===== config.mk =====
export PLATFORM = sky130hd
export DESIGN_NAME = spi_pot_cmd
export DESIGN_NICKNAME = d
export VERILOG_FILES = /design/src/rtl/spi_pot_pkg.sv /design/src/rtl/spi_pot_sync.sv /design/src/rtl/spi_pot_tx.sv /design/src/rtl/spi_pot_ctrl.sv /design/src/rtl/spi_pot_cmd.sv
export SDC_FILE = /design/constraint.sdc
export NUM_CORES = 1
export LEC_CHECK = 0
export ABC_AREA = 1
export BUFFER_PORTS_ARGS = -buffer_cell sky130_fd_sc_hd__buf_2
export CORE_MARGIN = 2
export CORE_UTILIZATION = 55
export DETAILED_ROUTE_END_ITERATION = 12
export PLACE_DENSITY = 0.77
export SLEW_MARGIN = 20
export SYNTH_ARGS = -nofsm -noshare
export SYNTH_HDL_FRONTEND = slang
export SYNTH_HIERARCHICAL = 1
export SYNTH_SLANG_ARGS = --single-unit

===== constraint.sdc =====
create_clock -name clk -period 3.35 [get_ports clk]
set_input_delay 0.1675 -clock clk [delete_from_list [all_inputs] [get_ports clk]]
set_output_delay 0.1675 -clock clk [all_outputs]
set_load 0.01 [all_outputs]

===== src/rtl/spi_pot_pkg.sv =====
package spi_pot_pkg;
  localparam int BYTE_BITS  = 8;
  localparam int SHORT_BITS = 2 * BYTE_BITS;
  localparam int LONG_BITS  = 4 * BYTE_BITS;
  localparam int PAY_BITS   = 2 * BYTE_BITS;

  localparam logic [3:0] DEV_TYPE = 4'b0101;

  localparam logic [2:0] OP_WIPER  = 3'b100;
  localparam logic [2:0] OP_SLOT   = 3'b101;
  localparam logic [2:0] OP_S2W    = 3'b110;
  localparam logic [2:0] OP_W2S    = 3'b111;
  localparam logic [2:0] OP_STATUS = 3'b010;

  typedef enum logic [2:0] {
    KIND_RD_WIPER = 3'd0,
    KIND_WR_WIPER = 3'd1,
    KIND_RD_SLOT  = 3'd2,
    KIND_WR_SLOT  = 3'd3,
    KIND_S2W      = 3'd4,
    KIND_W2S      = 3'd5
  } req_kind_e;
endpackage


===== src/rtl/spi_pot_sync.sv =====
module spi_pot_sync #(
  parameter int W = 4,
  parameter int STAGES = 2,
  parameter logic [W-1:0] RST_VAL = '0
) (
  input  logic         clk,
  input  logic         rst,
  input  logic [W-1:0] din,
  output logic [W-1:0] dout
);
  logic [W-1:0] stg [STAGES];

  always_ff @(posedge clk) begin
    if (rst) begin
      for (int s = 0; s < STAGES; s++) stg[s] <= RST_VAL;
    end else begin
      stg[0] <= din;
      for (int s = 1; s < STAGES; s++) stg[s] <= stg[s-1];
    end
  end

  assign dout = stg[STAGES-1];
endmodule


===== src/rtl/spi_pot_tx.sv =====
module spi_pot_tx import spi_pot_pkg::*; #(
  parameter int DATA_W = 10
) (
  input  logic              clk,
  input  logic              rst,
  input  logic              clear,
  input  logic              shift,
  input  logic              status_sel,
  input  logic [DATA_W-1:0] rd_data,
  input  logic              busy,
  output logic              sdo
);
  logic [PAY_BITS-1:0] tx_sr;
  logic [PAY_BITS-1:0] word;
  logic                started;

  assign word = status_sel ? {{(PAY_BITS-1){1'b0}}, busy}
                           : {{(PAY_BITS-DATA_W){1'b0}}, rd_data};

  always_ff @(posedge clk) begin
    if (rst || clear) begin
      tx_sr   <= '0;
      started <= 1'b0;
      sdo     <= 1'b0;
    end else if (shift) begin
      if (!started) begin
        sdo     <= word[PAY_BITS-1];
        tx_sr   <= {word[PAY_BITS-2:0], 1'b0};
        started <= 1'b1;
      end else begin
        sdo   <= tx_sr[PAY_BITS-1];
        tx_sr <= {tx_sr[PAY_BITS-2:0], 1'b0};
      end
    end
  end
endmodule


===== src/rtl/spi_pot_ctrl.sv =====
module spi_pot_ctrl import spi_pot_pkg::*; #(
  parameter int DATA_W = 10
) (
  input  logic              clk,
  input  logic              rst,
  input  logic              cs_lvl,
  input  logic              sck_lvl,
  input  logic              si_lvl,
  input  logic              hold_lvl,
  input  logic [1:0]        dev_addr,
  output logic              req_valid,
  output logic [2:0]        req_kind,
  output logic [1:0]        req_idx,
  output logic [DATA_W-1:0] req_data,
  output logic              tx_shift,
  output logic              tx_status_sel,
  output logic              sdo_oe
);
  localparam int CNT_W = $clog2(LONG_BITS + 2);
  localparam logic [CNT_W-1:0] CNT_SAT    = CNT_W'(LONG_BITS + 1);
  localparam logic [CNT_W-1:0] ID_LAST    = CNT_W'(BYTE_BITS - 1);
  localparam logic [CNT_W-1:0] INS_LAST   = CNT_W'(SHORT_BITS - 1);
  localparam logic [CNT_W-1:0] SHORT_DONE = CNT_W'(SHORT_BITS);
  localparam logic [CNT_W-1:0] LONG_DONE  = CNT_W'(LONG_BITS);

  logic cs_q, sck_q, hold_q;
  logic cs_fall, cs_rise, sck_rise, sck_fall, hold_fall, hold_rise;
  logic active, paused, aborted, rd_phase, wr_pending, long_fmt, rw;
  logic [CNT_W-1:0]    bitcnt;
  logic [PAY_BITS-1:0] rx_sr, rx_next;
  logic [7:0]          cur_byte;
  logic                id_ok, frame_exact, shift_ok;

  // edge detection on the synchronized levels
  always_ff @(posedge clk) begin
    if (rst) begin
      cs_q   <= 1'b0;
      sck_q  <= 1'b0;
      hold_q <= 1'b1;
    end else begin
      cs_q   <= cs_lvl;
      sck_q  <= sck_lvl;
      hold_q <= hold_lvl;
    end
  end

  assign cs_fall   = !cs_lvl && cs_q;
  assign cs_rise   = cs_lvl && !cs_q;
  assign sck_rise  = sck_lvl && !sck_q;
  assign sck_fall  = !sck_lvl && sck_q;
  assign hold_fall = !hold_lvl && hold_q;
  assign hold_rise = hold_lvl && !hold_q;

  assign rx_next     = {rx_sr[PAY_BITS-2:0], si_lvl};
  assign cur_byte    = rx_next[7:0];
  assign id_ok       = (cur_byte[7:4] == DEV_TYPE) && !cur_byte[3] && (cur_byte[2:1] == dev_addr);
  assign frame_exact = long_fmt ? (bitcnt == LONG_DONE) : (bitcnt == SHORT_DONE);
  assign shift_ok    = active && !paused && !aborted && !cs_lvl && sck_rise;
  assign tx_shift    = active && !paused && rd_phase && !cs_lvl && sck_fall;

  always_ff @(posedge clk) begin
    if (rst) begin
      active        <= 1'b0;
      paused        <= 1'b0;
      aborted       <= 1'b0;
      rd_phase      <= 1'b0;
      wr_pending    <= 1'b0;
      long_fmt      <= 1'b0;
      rw            <= 1'b0;
      bitcnt        <= '0;
      rx_sr         <= '0;
      req_valid     <= 1'b0;
      req_kind      <= KIND_RD_WIPER;
      req_idx       <= '0;
      req_data      <= '0;
      tx_status_sel <= 1'b0;
      sdo_oe        <= 1'b0;
    end else begin
      req_valid <= 1'b0;
      sdo_oe    <= !cs_lvl && active && rd_phase && !paused;
      if (cs_lvl) begin
        // commit a write or transfer only on an exact frame boundary
        if (cs_rise && active && !aborted && wr_pending && frame_exact) begin
          req_valid <= 1'b1;
          req_data  <= rx_sr[DATA_W-1:0];
        end
        active     <= 1'b0;
        paused     <= 1'b0;
        aborted    <= 1'b0;
        rd_phase   <= 1'b0;
        wr_pending <= 1'b0;
        bitcnt     <= '0;
      end else if (cs_fall) begin
        active <= 1'b1;
        bitcnt <= '0;
      end else if (active) begin
        if (!paused && hold_fall && !sck_lvl)      paused <= 1'b1;
        else if (paused && hold_rise && !sck_lvl)  paused <= 1'b0;
        if (shift_ok) begin
          rx_sr <= rx_next;
          if (bitcnt != CNT_SAT) bitcnt <= bitcnt + 1'b1;
          if (bitcnt == ID_LAST) begin
            rw <= cur_byte[0];
            if (!id_ok) aborted <= 1'b1;
          end
          if (bitcnt == INS_LAST) begin
            req_idx <= cur_byte[3:2];
            case (cur_byte[7:5])
              OP_WIPER, OP_SLOT: begin
                long_fmt <= 1'b1;
                if (rw) begin
                  req_kind      <= (cur_byte[5]) ? KIND_RD_SLOT : KIND_RD_WIPER;
                  req_valid     <= 1'b1;
                  rd_phase      <= 1'b1;
                  tx_status_sel <= 1'b0;
                end else begin
                  req_kind   <= (cur_byte[5]) ? KIND_WR_SLOT : KIND_WR_WIPER;
                  wr_pending <= 1'b1;
                end
              end
              OP_S2W, OP_W2S: begin
                long_fmt   <= 1'b0;
                req_kind   <= (cur_byte[5]) ? KIND_W2S : KIND_S2W;
                wr_pending <= 1'b1;
              end
              OP_STATUS: begin
                long_fmt      <= 1'b1;
                rd_phase      <= 1'b1;
                tx_status_sel <= 1'b1;
              end
              default: aborted <= 1'b1;
            endcase
          end
        end
      end
    end
  end

  assert_req_single_pulse_R3: assert property (@(posedge clk) disable iff (rst)
    req_valid |=> !req_valid);

  assert_no_req_after_bad_frame_R2: assert property (@(posedge clk) disable iff (rst)
    (cs_rise && aborted) |=> !req_valid);

  assert_no_commit_off_boundary_R6: assert property (@(posedge clk) disable iff (rst)
    (cs_rise && bitcnt != SHORT_DONE && bitcnt != LONG_DONE) |=> !req_valid);

  assert_pause_freezes_count_R9: assert property (@(posedge clk) disable iff (rst)
    (paused && sck_rise && !cs_lvl) |=> $stable(bitcnt));

  assert_oe_off_when_deselected_R12: assert property (@(posedge clk) disable iff (rst)
    cs_lvl |=> !sdo_oe);

  assert_idle_until_select_R11: assert property (@(posedge clk) disable iff (rst)
    !active |=> !sdo_oe);
endmodule


===== src/rtl/spi_pot_cmd.sv =====
module spi_pot_cmd import spi_pot_pkg::*; #(
  parameter int DATA_W = 10,
  parameter int SYNC_STAGES = 2
) (
  input  logic              clk,
  input  logic              rst,
  input  logic              spi_cs_n,
  input  logic              spi_sck,
  input  logic              spi_sdi,
  input  logic              spi_hold_n,
  input  logic [1:0]        dev_addr,
  output logic              spi_sdo,
  output logic              spi_sdo_oe,
  output logic              bank_req_valid,
  output logic [2:0]        bank_req_kind,
  output logic [1:0]        bank_req_idx,
  output logic [DATA_W-1:0] bank_req_data,
  input  logic [DATA_W-1:0] bank_rd_data,
  input  logic              bank_busy
);
  localparam int PIN_W = 4;
  localparam logic [PIN_W-1:0] PIN_RST = 4'b1000;

  logic [PIN_W-1:0] pins_s;
  logic             tx_shift, tx_status_sel;

  spi_pot_sync #(.W(PIN_W), .STAGES(SYNC_STAGES), .RST_VAL(PIN_RST)) u_sync (
    .clk (clk),
    .rst (rst),
    .din ({spi_hold_n, spi_sdi, spi_sck, spi_cs_n}),
    .dout(pins_s)
  );

  spi_pot_ctrl #(.DATA_W(DATA_W)) u_ctrl (
    .clk          (clk),
    .rst          (rst),
    .cs_lvl       (pins_s[0]),
    .sck_lvl      (pins_s[1]),
    .si_lvl       (pins_s[2]),
    .hold_lvl     (pins_s[3]),
    .dev_addr     (dev_addr),
    .req_valid    (bank_req_valid),
    .req_kind     (bank_req_kind),
    .req_idx      (bank_req_idx),
    .req_data     (bank_req_data),
    .tx_shift     (tx_shift),
    .tx_status_sel(tx_status_sel),
    .sdo_oe       (spi_sdo_oe)
  );

  spi_pot_tx #(.DATA_W(DATA_W)) u_tx (
    .clk       (clk),
    .rst       (rst),
    .clear     (pins_s[0]),
    .shift     (tx_shift),
    .status_sel(tx_status_sel),
    .rd_data   (bank_rd_data),
    .busy      (bank_busy),
    .sdo       (spi_sdo)
  );
endmodule


==> key figures <==
Clocking
  • TritonCTS clock tree: done
  • H-tree depth: 3
  • Total clock sinks: 69
  • Clk Latency, worst-skew pair: approximately 340 ps
  • Clk slew on worst S/H paths: 70 ps
  • CTS Buf Count: 9
  • # hold bufs at CTS: 1
  • CTS Buffer Depth: 2
  • # Post-CTS Setup Buffers: 0
  • CTS root buf: clkbuf_8
  • Post_cts resized: 0

Min path
  • Worst Hold Depth: 3
  • Worst Hold Class: input port to flip-flop
  • Hold path start: spi_cs_n
  • Worst Hold End: u_sync/stg[0][0]

Synthesis
  • Number of synthesized flops with an enable pin: 0
  • Avg Inst Size Synth: approximately 7.4 sq um
  • Synth top area cells: dfxtp_1 46%, nand2_1 10%, a21oi_1 7.4%
  • Synth top area share: a little under half
  • Ys async rst share: 0%
  • Seq cells post-synth: about 70
  • Commonest cells in the netlist: 82 x nand2_1, 69 x dfxtp_1, 50 x inv_1, 46 x nor2_1, 45 x a21oi_1
  • Main synth FF type: dfxtp_1
  • Sequential share of the synthesized area: between 40% and 50%
  • Synthesized area: about 3000 sq um
  • Top-count cell post-synth: nand2_1
  • Syn Inst Count: between 400 and 500
  • Ys Warns: 6
  • Top cell type by total area after synthesis: dfxtp_1
  • Net Count, Synth: between 400 and 500
  • Count of cell types in the netlist: 28

Worst setup path
  • R2R Setup Slk: 1150 ps
  • Reg-to-Reg End: u_ctrl/req_data[2]
  • Setup Crit Path Kind: flip-flop to flip-flop
  • CP required: between 3000 and 4000 ps
  • CP top delay family: simple AND/OR/NAND/NOR gates
  • Sum of buffers and inverters on the critical path: 1
  • Slowest CP cell: nor2_1
  • CP cell instances: inv_1 > ha_1 > nand4_1 > nor2_1 > nand2_1 > o21ai_0 > nor2_1
  • Worst R2R Start: u_ctrl/bitcnt[0]
  • Critical Path End Type: flip-flop
  • Crit path DAT: around 2400 ps
  • Worst r2r path cells: 7
  • Maximum fanout along the worst path: 11
  • Most frequent CP cell: nor2_1
  • Critical path's largest stage delay: 640 ps
  • Startpoint Class: flip-flop

Placement
  • GP Congestion: around 0.84
  • Dpl hpwl: 4020 um
  • IO buf count: 36

Detailed routing
  • 1st-pass router iterations: 4
  • Final WL: 5770 um
  • Vias per inst: 4.98
  • DR iter-0 viols: about 170
  • Antenna Violating Nets Remaining: 0
  • Routed len/inst: 11.2 um
  • Vias: 2574
  • Drt drc: 0

Global routing
  • Initial antenna violation count: 0
  • GR Util All Layers: 20.5%
  • Global-route wire length before repair: between 9000 and 10000 um
  • Pin count of the biggest net entering global routing: 23
  • Vias in the first global route: around 2300
  • GRT Residual Overflow: 0

Timing
  • Final setup violation count: 0
  • Relative slew slack: 46.4%
  • Max frequency: around 450 MHz
  • Slew Limit Fails: 0
  • Final setup TNS: 0 ps
  • Final Hold Fails: 0
  • Unrepaired setup endpoints after global routing: false
  • Clock period minus worst slack: between 2000 and 2500 ps
  • Worst-Margin Slew: ~800 ps
  • Final period utilization: 65.7%
  • Clk_skew: about 6.1 ps

Final layout
  • Diodes inserted: 0
  • Core Util, Final: between 60% and 70%
  • FILL cells: about 500
  • Layout cell share with drive strength beyond 1: about 16%
  • Nets@finish: about 460
  • Multi-input gate area: between 1000 and 1500 sq um
  • P&R area growth vs syn: 9.86%
  • FF+latch area: between 1000 and 1500 sq um

Power
  • Max IR drop VDD: between 200 and 300 uV
  • Power per Cell Area: 429 nW/um^2
  • Leak pwr: ~1.4 nW

Die
  • Initial core utilization: between 50 and 60%
  • Core ar.: ~5400 sq um
  • FP Rows: 27
  • Die W: approximately 78 um
  • Die footprint: slightly above 6000 sq um
  • Die height: between 70 and 80 um
  • Ports: 37

Job
  • Max-cap viol count: 0

Outcome
  • Status: finished clean
through the flow:
step	hold WS (ps)	cell area, sq um	setup slack, ps	cells	total power [mW]
2_1_floorplan	237	3030	2000	410	0.886
3_5_place_dp	351	3170	1190	500	0.899
3_3_place_gp	349	3170	1230	500	0.898
5_1_grt	20.2	3330	943	517	1.49
4_1_cts	15.9	3330	1170	517	1.45
6_report	26.1	3330	1150	517	1.43
worst reg2reg max path: cells and delay by family (launching register included):
family	cells	cell delay, ps
flops	1	340
fa+ha+maj	1	170
simple gates	4	1180
buf+inv	1	120
compound gates	1	290
cells by family after synthesis:
| family | count (synthesis) | synth area share (%) |
|---|---|---|
| and+or+nand+nor | 183 | 26.7 |
| AOI/OAI and AO/OA | 78 | 14.1 |
| buffers and inverters | 74 | 11.5 |
| DFF | 69 | 45.6 |
| xor gates and xnor gates | 3 | 0.867 |
| adders and majority gates | 3 | 1.24 |
cells in the final DEF, fill, tap and decap left out, drive strengths merged:
master       count
xor2             2
a21oi           54
nand4            3
clkbuf          14
or2              2
nand3           37
dfxtp           69
buf             37
xnor2            1
nor2            53
nor3             3
inv             54
nand2           84
o211ai           1
clkinv           3
dlygate4sd3      1
nor3b            1
ha               3
o21ai           23
per-layer routing:
layer | global-route usage [%] | routed length [um]
met2 | 31.7 | 2580
met5 | 0 | 0
met1 | 27.0 | 2860
met3 | 4.14 | 213
met4 | 10.9 | 123
worst max-delay path by stage:
stage / startpoint / end / slack [ps] / cells after the start
after floorplan: u_sync/stg[0][4] / u_tx/tx_sr[1] / 2000 / 9
after global placement: u_ctrl/bitcnt[0] / u_ctrl/req_data[5] / 1230 / 7
after detailed placement: u_ctrl/bitcnt[0] / u_ctrl/req_data[2] / 1190 / 7
after CTS: u_ctrl/bitcnt[0] / u_ctrl/req_data[2] / 1170 / 7
after global routing: u_ctrl/bitcnt[0] / u_ctrl/req_data[5] / 940 / 7
final: u_ctrl/bitcnt[0] / u_ctrl/req_data[2] / 1150 / 7
registers in the layout, indices dropped and copies added, names as in the netlist, 2 cells and up:
signal and count:
u_ctrl/bitcnt 6, u_ctrl/req_data 10, u_ctrl/req_idx 2, u_ctrl/req_kind 3
u_ctrl/rx_sr 10, u_sync/stg 8, u_tx/tx_sr 15
final cells by class:
cell class,instances,area share (%)
flip-flops and latches,69,41.5
inverters,55,6.24
well taps,72,2.70
repair buffers,38,5.94
multi-input cells,267,39.1
clock inverters,2,0.301
clock buffers,14,4.28
power by group:
part	switching, mW	internal (mW)	total, mW
Combinational	0.0333	0.0175	0.0508
Clock	0.280	0.268	0.547
Sequential	0.00409	0.827	0.831
No activity file was read; power rests on OpenSTA's default activity.
